[config.mk]
export PLATFORM = sky130hd
export DESIGN_NAME = sd_interval_decoder
export DESIGN_NICKNAME = d
export VERILOG_FILES = /design/src/rtl/sd_dec_pkg.sv /design/src/rtl/sd_bound_tracker.sv /design/src/rtl/sd_mid_divider.sv /design/src/rtl/sd_interval_decoder.sv
export SDC_FILE = /design/constraint.sdc
export NUM_CORES = 1
export LEC_CHECK = 0
export BUFFER_PORTS_ARGS = -buffer_cell sky130_fd_sc_hd__buf_2
export CAP_MARGIN = 15
export CORE_MARGIN = 8
export CORE_UTILIZATION = 47
export CTS_BUF_LIST = sky130_fd_sc_hd__clkbuf_4 sky130_fd_sc_hd__clkbuf_8
export CTS_CLUSTER_DIAMETER = 50
export CTS_CLUSTER_SIZE = 14
export DETAILED_ROUTE_END_ITERATION = 10
export SLEW_MARGIN = 5
export SYNTH_ARGS = -nofsm -noshare
export SYNTH_HDL_FRONTEND = slang
export SYNTH_SLANG_ARGS = --single-unit
[constraint.sdc]
create_clock -name clk -period 9.7 [get_ports clk]
set_input_delay 1.455 -clock clk [delete_from_list [all_inputs] [get_ports clk]]
set_output_delay 1.455 -clock clk [all_outputs]
set_load 0.02 [all_outputs]
[src/rtl/sd_dec_pkg.sv]
// Package: shared sequencing type for the incremental sigma-delta interval
// decoder. Assumes nothing beyond the synthesizable subset.
package sd_dec_pkg;

    // Conversion phases seen by the top-level sequencer.
    typedef enum logic [1:0] {
        PH_IDLE = 2'd0,   // no conversion opened since reset
        PH_RUN  = 2'd1,   // accepting modulator bits
        PH_DIV  = 2'd2,   // midpoint division in progress
        PH_HOLD = 2'd3    // result delivered, waiting for next start
    } phase_t;

endpackage

[src/rtl/sd_bound_tracker.sv]
// Module: sd_bound_tracker
// Tracks the interval [lo_n/lo_d, hi_n/hi_d] that must contain the modulator
// input. Each accepted bit compares the running count over the sample index
// with one bound by cross multiplication, so no division is needed.
// Assumes every numerator and denominator stays below 2**LW.
module sd_bound_tracker #(
    parameter int LW = 7
) (
    input  logic          clk,
    input  logic          rst_n,
    input  logic          clr,
    input  logic          upd,
    input  logic          bit_in,
    output logic [LW-1:0] lo_n,
    output logic [LW-1:0] lo_d,
    output logic [LW-1:0] hi_n,
    output logic [LW-1:0] hi_d,
    output logic [LW-1:0] smp_cnt
);
    localparam int PW = 2 * LW;

    logic [LW-1:0] pred_q;
    logic [LW-1:0] idx;
    logic [PW-1:0] cand_x_lod, lon_x_idx, cand_x_hid, hin_x_idx;
    logic          raise_lo, cut_hi;

    // Sample index p of the bit being accepted (1-based).
    assign idx = smp_cnt + LW'(1);

    // Cross products that compare candidate pred/p with each bound.
    always_comb begin
        cand_x_lod = PW'(pred_q) * PW'(lo_d);
        lon_x_idx  = PW'(lo_n)   * PW'(idx);
        cand_x_hid = PW'(pred_q) * PW'(hi_d);
        hin_x_idx  = PW'(hi_n)   * PW'(idx);
        raise_lo   = cand_x_lod > lon_x_idx;
        cut_hi     = cand_x_hid < hin_x_idx;
    end

    // Bound, running-count and sample-index registers.
    always_ff @(posedge clk) begin
        if (!rst_n || clr) begin
            pred_q  <= LW'(1);
            smp_cnt <= '0;
            lo_n    <= '0;
            lo_d    <= LW'(1);
            hi_n    <= LW'(1);
            hi_d    <= LW'(1);
        end else if (upd) begin
            smp_cnt <= idx;
            if (bit_in) begin
                if (raise_lo) begin
                    lo_n <= pred_q;
                    lo_d <= idx;
                end
                pred_q <= pred_q + LW'(1);
            end else if (cut_hi) begin
                hi_n <= pred_q;
                hi_d <= idx;
            end
        end
    end

    // the lower bound never falls on a 1 bit.
    p_lo_monotone_r2: assert property (@(posedge clk) disable iff (!rst_n)
        (upd && bit_in && !clr) |=>
        (PW'(lo_n) * PW'($past(lo_d)) >= PW'($past(lo_n)) * PW'(lo_d)));

    // the running count steps by one on a 1 bit.
    p_pred_step_r2: assert property (@(posedge clk) disable iff (!rst_n)
        (upd && bit_in && !clr) |=> (pred_q == $past(pred_q) + LW'(1)));

    // the upper bound never rises on a 0 bit.
    p_hi_monotone_r3: assert property (@(posedge clk) disable iff (!rst_n)
        (upd && !bit_in && !clr) |=>
        (PW'(hi_n) * PW'($past(hi_d)) <= PW'($past(hi_n)) * PW'(hi_d)));

    // the running count holds on a 0 bit.
    p_pred_hold_r3: assert property (@(posedge clk) disable iff (!rst_n)
        (upd && !bit_in && !clr) |=> $stable(pred_q));

    // the running count never exceeds one plus the samples taken.
    p_pred_range_r2: assert property (@(posedge clk) disable iff (!rst_n)
        pred_q <= smp_cnt + LW'(1));

endmodule

[src/rtl/sd_mid_divider.sv]
// Module: sd_mid_divider
// Sequential restoring divider giving floor(num * 2**FW / den), one quotient
// bit per cycle with the integer bit first. Assumes num <= den and den != 0,
// so the quotient fits in FW+1 bits. A clear aborts the division.
module sd_mid_divider #(
    parameter int DW = 15,
    parameter int FW = 12
) (
    input  logic          clk,
    input  logic          rst_n,
    input  logic          clr,
    input  logic          go,
    input  logic [DW-1:0] num,
    input  logic [DW-1:0] den,
    output logic [FW:0]   res,
    output logic          done
);
    localparam int CW = $clog2(FW + 1) + 1;

    logic [DW:0]   rem_q;
    logic [DW:0]   den_q;
    logic [FW-1:0] quo_q;
    logic [CW-1:0] cnt_q;
    logic          busy_q;
    logic          qbit;
    logic [DW:0]   rem_nx;

    // One restoring step: trial subtract, keep the remainder when it fits.
    always_comb begin
        qbit   = rem_q >= den_q;
        rem_nx = qbit ? rem_q - den_q : rem_q;
    end

    // Iteration state, result register and completion pulse.
    always_ff @(posedge clk) begin
        if (!rst_n || clr) begin
            rem_q  <= '0;
            den_q  <= '0;
            quo_q  <= '0;
            cnt_q  <= '0;
            busy_q <= 1'b0;
            res    <= '0;
            done   <= 1'b0;
        end else begin
            done <= 1'b0;
            if (go) begin
                rem_q  <= {1'b0, num};
                den_q  <= {1'b0, den};
                quo_q  <= '0;
                cnt_q  <= CW'(FW);
                busy_q <= 1'b1;
            end else if (busy_q) begin
                rem_q <= {rem_nx[DW-1:0], 1'b0};
                quo_q <= {quo_q[FW-2:0], qbit};
                cnt_q <= cnt_q - CW'(1);
                if (cnt_q == '0) begin
                    res    <= {quo_q, qbit};
                    done   <= 1'b1;
                    busy_q <= 1'b0;
                end
            end
        end
    end

    // completion is a single-cycle pulse.
    p_done_pulse_r6: assert property (@(posedge clk) disable iff (!rst_n)
        done |=> !done);

    // the quotient of a midpoint never exceeds 1.0.
    p_quot_bound_r4: assert property (@(posedge clk) disable iff (!rst_n)
        done |-> (res <= (FW+1)'(1) << FW));

endmodule

[src/rtl/sd_interval_decoder.sv]
// Module: sd_interval_decoder (top)
// Optimal decoder for one conversion of a first-order incremental
// sigma-delta modulator: tracks the enclosing interval over m bits, then
// divides out its midpoint. Assumes conv_len_i <= MAX_LEN and a constant
// modulator input in [0, 1] during the conversion.
module sd_interval_decoder
    import sd_dec_pkg::*;
#(
    parameter int MAX_LEN = 64,
    parameter int FRAC_W  = 12,
    localparam int LEN_W  = $clog2(MAX_LEN + 2)
) (
    input  logic             clk,
    input  logic             rst_n,
    input  logic             start_i,
    input  logic [LEN_W-1:0] conv_len_i,
    input  logic             bit_vld_i,
    input  logic             bit_i,
    output logic [FRAC_W:0]  est_o,
    output logic             done_o
);
    localparam int DW = 2 * LEN_W + 1;

    phase_t          phase_q;
    logic [LEN_W-1:0] len_q;
    logic [LEN_W-1:0] lo_n, lo_d, hi_n, hi_d, smp_cnt;
    logic            accept, div_go;
    logic [DW-1:0]   mid_num, mid_den;

    // A bit is taken only while running and before m bits have been seen.
    assign accept = (phase_q == PH_RUN) && bit_vld_i && !start_i
                    && (smp_cnt < len_q);
    // Division starts once the m-th bit is in the bounds.
    assign div_go = (phase_q == PH_RUN) && !start_i && (smp_cnt == len_q);

    // Midpoint as a single fraction: (lo_n*hi_d + hi_n*lo_d) / (2*lo_d*hi_d).
    always_comb begin
        mid_num = DW'(lo_n) * DW'(hi_d) + DW'(hi_n) * DW'(lo_d);
        mid_den = (DW'(lo_d) * DW'(hi_d)) << 1;
    end

    // Conversion phase and captured length.
    always_ff @(posedge clk) begin
        if (!rst_n) begin
            phase_q <= PH_IDLE;
            len_q   <= '0;
        end else if (start_i) begin
            phase_q <= PH_RUN;
            len_q   <= conv_len_i;
        end else begin
            case (phase_q)
                PH_RUN:  if (div_go) phase_q <= PH_DIV;
                PH_DIV:  if (done_o) phase_q <= PH_HOLD;
                default: phase_q <= phase_q;
            endcase
        end
    end

    sd_bound_tracker #(.LW(LEN_W)) u_bounds (
        .clk     (clk),
        .rst_n   (rst_n),
        .clr     (start_i),
        .upd     (accept),
        .bit_in  (bit_i),
        .lo_n    (lo_n),
        .lo_d    (lo_d),
        .hi_n    (hi_n),
        .hi_d    (hi_d),
        .smp_cnt (smp_cnt)
    );

    sd_mid_divider #(.DW(DW), .FW(FRAC_W)) u_div (
        .clk   (clk),
        .rst_n (rst_n),
        .clr   (start_i),
        .go    (div_go),
        .num   (mid_num),
        .den   (mid_den),
        .res   (est_o),
        .done  (done_o)
    );

    // never more samples than the conversion length.
    p_count_limit_r7: assert property (@(posedge clk) disable iff (!rst_n)
        (phase_q != PH_IDLE) |-> (smp_cnt <= len_q));

    // outside the running phase, the sample count does not move.
    p_idle_frozen_r7: assert property (@(posedge clk) disable iff (!rst_n)
        (phase_q != PH_RUN && !start_i) |=> $stable(smp_cnt));

    // the cycle after a start shows no result and no done.
    p_start_clears_r1: assert property (@(posedge clk) disable iff (!rst_n)
        start_i |=> (est_o == '0 && !done_o));

    // a result only appears out of the division phase.
    p_done_phase_r6: assert property (@(posedge clk) disable iff (!rst_n)
        done_o |-> (phase_q == PH_DIV));

endmodule

==> reports/qor.csv, run 1 <==
stage,metric,value,unit
place,port_buffers,25,
sta,hold_viol,0,
clocking,cts.clk_slew.worst_paths,80,ps
floorplan,row_count,70,
clocking,clock_path_buffers,2,
cells_and_area,insertedDiodeCount,0,
status,status,completed,
drt,detail_route.wl_per_cell,16.8,um
cells_and_area,fill_cells,3548,
critical_path,critical-path-max-stage-delay,780,ps
clocking,cts_root_buffer,clkbuf_8,
synth,ys_seq_area_share,13.2,%
global_route,grt_pass1_vias,13654,
clocking,numCtsBuffers,17,
cells_and_area,layout.nets,2455,
drt,post_drt_via_cell_ratio,5.36,
critical_path,crit_fanout,17,
synth,synth.net_count,2482,
global_route,track_usage,20.4,%
global_route,antenna_found_initial,0,
clocking,postCtsSetupBuffers,0,
place,hpwlAfterDp,31.6,mm
global_route,overflow,0,
critical_path,critPathRequiredTime,10080,ps
critical_path,cp-start-kind,flop,
cells_and_area,stdcell_area,18000,um2
cells_and_area,area_growth,5.36,%
sta,slew_headroom,21.1,%
critical_path,worstSetupEndpointType,flop,
synth,synthCells,2008,
sta,setup_viol,0,
critical_path,cpMostUsedCell,fa_1,
clocking,htreeDepth,4,
power,power_density,55.2,nW/um2
sta,rsz0062_at_grt,false,
drt,drt-pass1-iter-count,5,
synth,synth_cell_type_count,71,
sta,slew_violations,0,
clocking,cts_hold_buffers,0,
synth,yosysWarnings,0,
floorplan,ios,26,
sta,worstMarginPinSlew,1180,ps
drt,ant_nets,0,
drt,first_iter_violations,718,
drt,vias,13203,
floorplan,core_area,36200,um2
cells_and_area,multi_input_comb_area,13300,um2
clocking,clock_sinks,113,
min_path,hold_class,reg2reg,
flow_run,drv_cap,0,
floorplan,initial_utilization,47.2,%
critical_path,arrival,7890,ps
place,place_area,17600,um2
clocking,insertion_delay,460,ps
clocking,cts_tree,yes,
synth,synth_area,17100,um2
global_route,grt_max_degree,58,
sta,setup-tns-final,0,ps
synth,synth_area_per_cell,8.51,um2
floorplan,fp.dieW,207,um
clocking,cts-resized-gates,0,
critical_path,cp_slowest_cell,dfxtp_1,
floorplan,dieArea,42700,um2
critical_path,path_class,reg2reg,
drt,routed_wl,41.3,mm
sta,finalCriticalPeriod,7510,ps
sta,finClkSkew,12.9,ps
sta,fmax,0.133,GHz
place,place_congestion,0.834,
cells_and_area,drive_gt1_share,5.02,%
synth,async_flop_share,0,%
sta,period_share,77.4,%
synth,synth-main-ff-cell,dfxtp_1,
synth,ys_seq_elements,113,
cells_and_area,mostFrequentLayoutCell,inv_1,
power,p_leak,9.15,nW
cells_and_area,final_cell_mix,"285 x inv_1, 272 x ha_1, 231 x nand2_1",
floorplan,die_h,207,um
global_route,grt_pass1_wl,69.4,mm
power,ir_drop,0.0000726,V
cells_and_area,final-seq-area,2260,um2
synth,synth_edf_count,0,
drt,drc,0,
==> cells by family after synthesis <==
logic type               share of synthesized area, %
adder cells (fa/ha/maj)                          42.2
XOR/XNOR                                         4.36
AO/OA/AOI/OAI                                    10.2
flip-flops                                       13.2
multiplexers                                     2.23
buffers and inverters                            8.68
AND/OR/NAND/NOR                                  19.1
==> per-stage QoR <==
| stage | power [mW] | cells | utilization (%) | setup WS, ps | hold WS, ps |
|---|---|---|---|---|---|
| 3_3_place_gp | 0.533 | 2430 | 48.6 | 2310 | 442 |
| 2_1_floorplan | 0.519 | 2008 | - | 2920 | 431 |
| 6_report | 0.993 | 2462 | 49.7 | 2190 | 459 |
| 3_5_place_dp | 0.534 | 2430 | 48.6 | 2260 | 448 |
| 4_1_cts | 1.00 | 2462 | 49.7 | 2200 | 460 |
| 5_1_grt | 1.03 | 2462 | 49.7 | 1650 | 484 |
==> cell usage after synthesis (38+ instances only) <==
cell type / instances / share of area [%]
nand2_1: 231 / 5.1
nor2_1: 76 / 1.7
fa_1: 190 / 22
nor2b_1: 42 / 1.5
xnor2_1: 51 / 2.6
and2_1: 183 / 6.7
a21oi_1: 90 / 2.6
ha_1: 272 / 20
inv_1: 285 / 6.3
mux2i_1: 38 / 2.2
dfxtp_1: 113 / 13
o21ai_0: 56 / 1.6
nor3_1: 41 / 1.2
clkbuf_1: 81 / 1.8
==> path summary, 6_finish.rpt <==
path                             from                to  slack (ps)  depth (start not counted)
setup / recovery  u_bounds.smp_cnt[0]  u_bounds.lo_d[3]        2190                         27
setup reg to reg  u_bounds.smp_cnt[0]  u_bounds.lo_d[3]        2190                         27
hold reg to reg          u_div.res[2]      u_div.res[2]         460                          2
hold / removal           u_div.res[2]      u_div.res[2]         460                          2
==> critical path, delay by kind of cell (launching register included) <==
| family | cells | cell delay (ps) |
|---|---|---|
| xor+xnor | 1 | 150 |
| fa+ha+maj | 7 | 3100 |
| compound gates | 7 | 1530 |
| simple gates | 8 | 1500 |
| buf+inv | 4 | 380 |
| flops | 1 | 780 |
==> cell type report <==
class	instances	share of cell area (%)
Multi-Input combinational cell	1510	74.1
Timing Repair Buffer	52	1.82
Sequential cell	113	12.6
Clock inverter	14	0.869
Inverter	287	5.99
Tap cell	468	3.25
Clock buffer	18	1.38
==> power by group <==
| group | internal (mW) | total [mW] | switching (mW) |
|---|---|---|---|
| clock | 0.238 | 0.470 | 0.232 |
| combinational | 0.0178 | 0.0529 | 0.0351 |
| sequential | 0.467 | 0.470 | 0.00325 |
| total | 0.722 | 0.993 | 0.270 |
==> flip-flops by register name, indices dropped and copies added (netlist names), 5 cells and up <==
name / flops
u_div.den_q: 14
u_bounds.pred_q: 7
u_bounds.hi_d: 7
len_q: 7
u_div.cnt_q: 5
u_bounds.lo_n: 7
u_div.rem_q: 16
u_bounds.smp_cnt: 7
u_bounds.lo_d: 7
u_bounds.hi_n: 7
u_div.res: 13
u_div.quo_q: 12
==> per-layer routing <==
metal / vias to the layer above / GRT usage, % / wire length [um]
met5: - / 0 / 0
met4: 0 / 4.29 / 530
met3: 35 / 2.90 / 1910
met2: 283 / 33.9 / 19000
met1: 6447 / 28.0 / 19900
li1: 6438 / - / -
Power figures use the tool's default switching activity.
==> run 2, diff against run 1 <==
==> constraint.sdc (replaced) <==
create_clock -name clk -period 6.09 [get_ports clk]
set_input_delay 0.9135 -clock clk [delete_from_list [all_inputs] [get_ports clk]]
set_output_delay 0.9135 -clock clk [all_outputs]
set_load 0.02 [all_outputs]
==> run 2 against run 1 <==
Effect of this change: utilization grew 3.4 points; sequential share of layout area down 0.73 points; clock skew grew 4.8 ps; via count grew 3.2%; hold slack worse by 0.90 ps; largest cell class unchanged; largest power group is now clock; critical endpoint is now u_bounds.lo_n[3]; cell area rose by 6.9%; wire length is 3.6% higher; maximum frequency up 24%; cell count increased by 3.5%.
==> reports/qor.csv, run 2 (same netlist as run 1, synthesis figures left out) <==
stage,metric,value,unit
status,status,completed,
drt,drc,0,
clocking,cts_tree,yes,
cells_and_area,largest_register_ff_count,16,
drt,first_iter_violations,878,
sta,worst_slack,46.3,ps
power,p_sw_share,24.5,%
global_route,grt_pass1_wl,70.4,mm
critical_path,worst-path-buf-inv,3,
global_route,antenna_found_initial,1,
sta,fmax,0.165,GHz
sta,period_share,99.2,%
min_path,hold_class,reg2reg,
clocking,cts_hold_buffers,0,
cells_and_area,mostFrequentLayoutCell,inv_1,
cells_and_area,insertedDiodeCount,0,
sta,hold_viol,0,
clocking,cts.clk_slew.worst_paths,70,ps
global_route,track_usage,20.7,%
sta,slew_violations,0,
power,p_int,1.26,mW
place,hpwlAfterDp,33.6,mm
floorplan,initial_utilization,47.2,%
floorplan,row_count,70,
sta,finClkSkew,17.7,ps
critical_path,path_class,reg2reg,
power,power_density,86.7,nW/um2
cells_and_area,final_cell_mix,"280 x inv_1, 267 x ha_1, 227 x nand2_1",
critical_path,crit_fanout,10,
global_route,grt_max_degree,58,
critical_path,worstSetupEndpointType,flop,
critical_path,arrival,6340,ps
critical_path,cp-start-kind,flop,
drt,post_drt_via_cell_ratio,5.35,
clocking,clock_path_buffers,2,
drt,detail_route.wl_per_cell,16.8,um
power,ir_drop,0.000139,V
cells_and_area,area_growth,12.6,%
critical_path,critical-path-max-stage-delay,510,ps
floorplan,dieArea,42700,um2
clocking,htreeDepth,4,
sta,worstMarginPinSlew,912,ps
critical_path,critPathRequiredTime,6390,ps
power,power.total,1.67,mW
place,post-place-ws,-76.4,ps
cells_and_area,drive_gt1_share,12.3,%
global_route,overflow,0,
cells_and_area,layout.nets,2541,
global_route,grt_pass1_vias,13776,
critical_path,cp_slowest_cell,fa_1,
power,p_switching,0.409,mW
sta,rsz0062_at_grt,true,
floorplan,core_area,36200,um2
floorplan,ios,26,
floorplan,die_h,207,um
sta,setup_viol,0,
cells_and_area,top_regs,"u_div.rem_q: 16 flops, u_div.den_q: 14 flops, u_div.res: 13 flops",
drt,ant_nets,0,
cells_and_area,regMostFlops,u_div.rem_q,
critical_path,critPathTopFamily,adder cells,
drt,vias,13622,
clocking,cts_root_buffer,clkbuf_8,
cells_and_area,fin_util,53.2,%
floorplan,fp.dieW,207,um
place,port_buffers,25,
flow_run,drv_cap,0,
clocking,clock_sinks,113,
clocking,numCtsBuffers,17,
power,pwr-share-comb,5.8,%
sta,slew_headroom,39.2,%
place,place_congestion,0.815,
drt,drt-pass1-iter-count,5,
power,power_frac_clock,49.5,%
drt,routed_wl,42.8,mm
sta,finalCriticalPeriod,6040,ps
power,pwr-share-seq,44.8,%
power,p_leak,9.73,nW
clocking,insertion_delay,440,ps
==> run 2: cell count changes in the layout (fill, tap and decap cells not counted), moves of 7 or more <==
cell	delta
buf_4	+71
o21ai_0	-13
o21ai_2	+10
buf_6	+7
nand3_1	-7
==> run 2: cell type report <==
type | instances | area, um2
clock buffers | 20 | 275
well taps | 468 | 586
inverters | 287 | 1080
fillers | 3379 | 16900
flip-flops and latches | 113 | 2280
repair buffers | 138 | 1100
clock inverters | 12 | 179
multi-input cells | 1510 | 13700
==> run 2: worst reg2reg max path, delay by kind of cell, from the launching register on <==
family	cells	cell delay [ps]
AO/OA/AOI/OAI	7	1340
XOR/XNOR	2	290
adder cells (fa/ha/maj)	6	2460
buffers and inverters	3	500
flip-flops	1	370
multiplexers	1	190
AND/OR/NAND/NOR	6	770
==> run 2: repair_timing <==
action	in CTS	in global routing
setup buffers	6	17
gates cloned	1	4
pin swaps	18	33
gates resized for setup	15	82
endpoints found under the setup margin	27	29
==> run 2: layer usage <==
layer / vias up / part of all wire, % / track usage (%)
met4: 0 / 1.5 / 4.29
met2: 295 / 46 / 33.8
met5: - / 0 / 0
met1: 6676 / 48 / 28.8
li1: 6613 / - / -
met3: 38 / 5.1 / 2.95
==> run 2: power by group through the flow <==
| stage | logic (mW) | registers (mW) | clock network, mW |
|---|---|---|---|
| 6_report | 0.0963 | 0.747 | 0.825 |
| 5_1_grt | 0.105 | 0.747 | 0.869 |
| 4_1_cts | 0.0895 | 0.747 | 0.841 |
| 3_5_place_dp | 0.0879 | 0.764 | 0 |
| 3_3_place_gp | 0.0872 | 0.764 | 0 |
| 2_1_floorplan | 0.0631 | 0.763 | 0 |
==> run 2: final timing paths <==
check / from / end / slack (ps) / depth (start not counted)
worst max-delay path: u_bounds.smp_cnt[2] / u_bounds.lo_n[3] / 50 / 25
worst min-delay path: u_div.res[9] / u_div.res[9] / 460 / 2
worst max register to register: u_bounds.smp_cnt[2] / u_bounds.lo_n[3] / 50 / 25
worst min register to register: u_div.res[9] / u_div.res[9] / 460 / 2
==> run 2: through the flow <==
stage               cells  hold WS, ps  instance area, um2  setup TNS, ps
CTS                  2527          459               18700           -389
global placement     2488          441               18200              0
finish               2548          458               19200              0
detailed placement   2488          447               18200          -1120
floorplan            2008          431               17200              0
global route         2548          478               19200          -5260
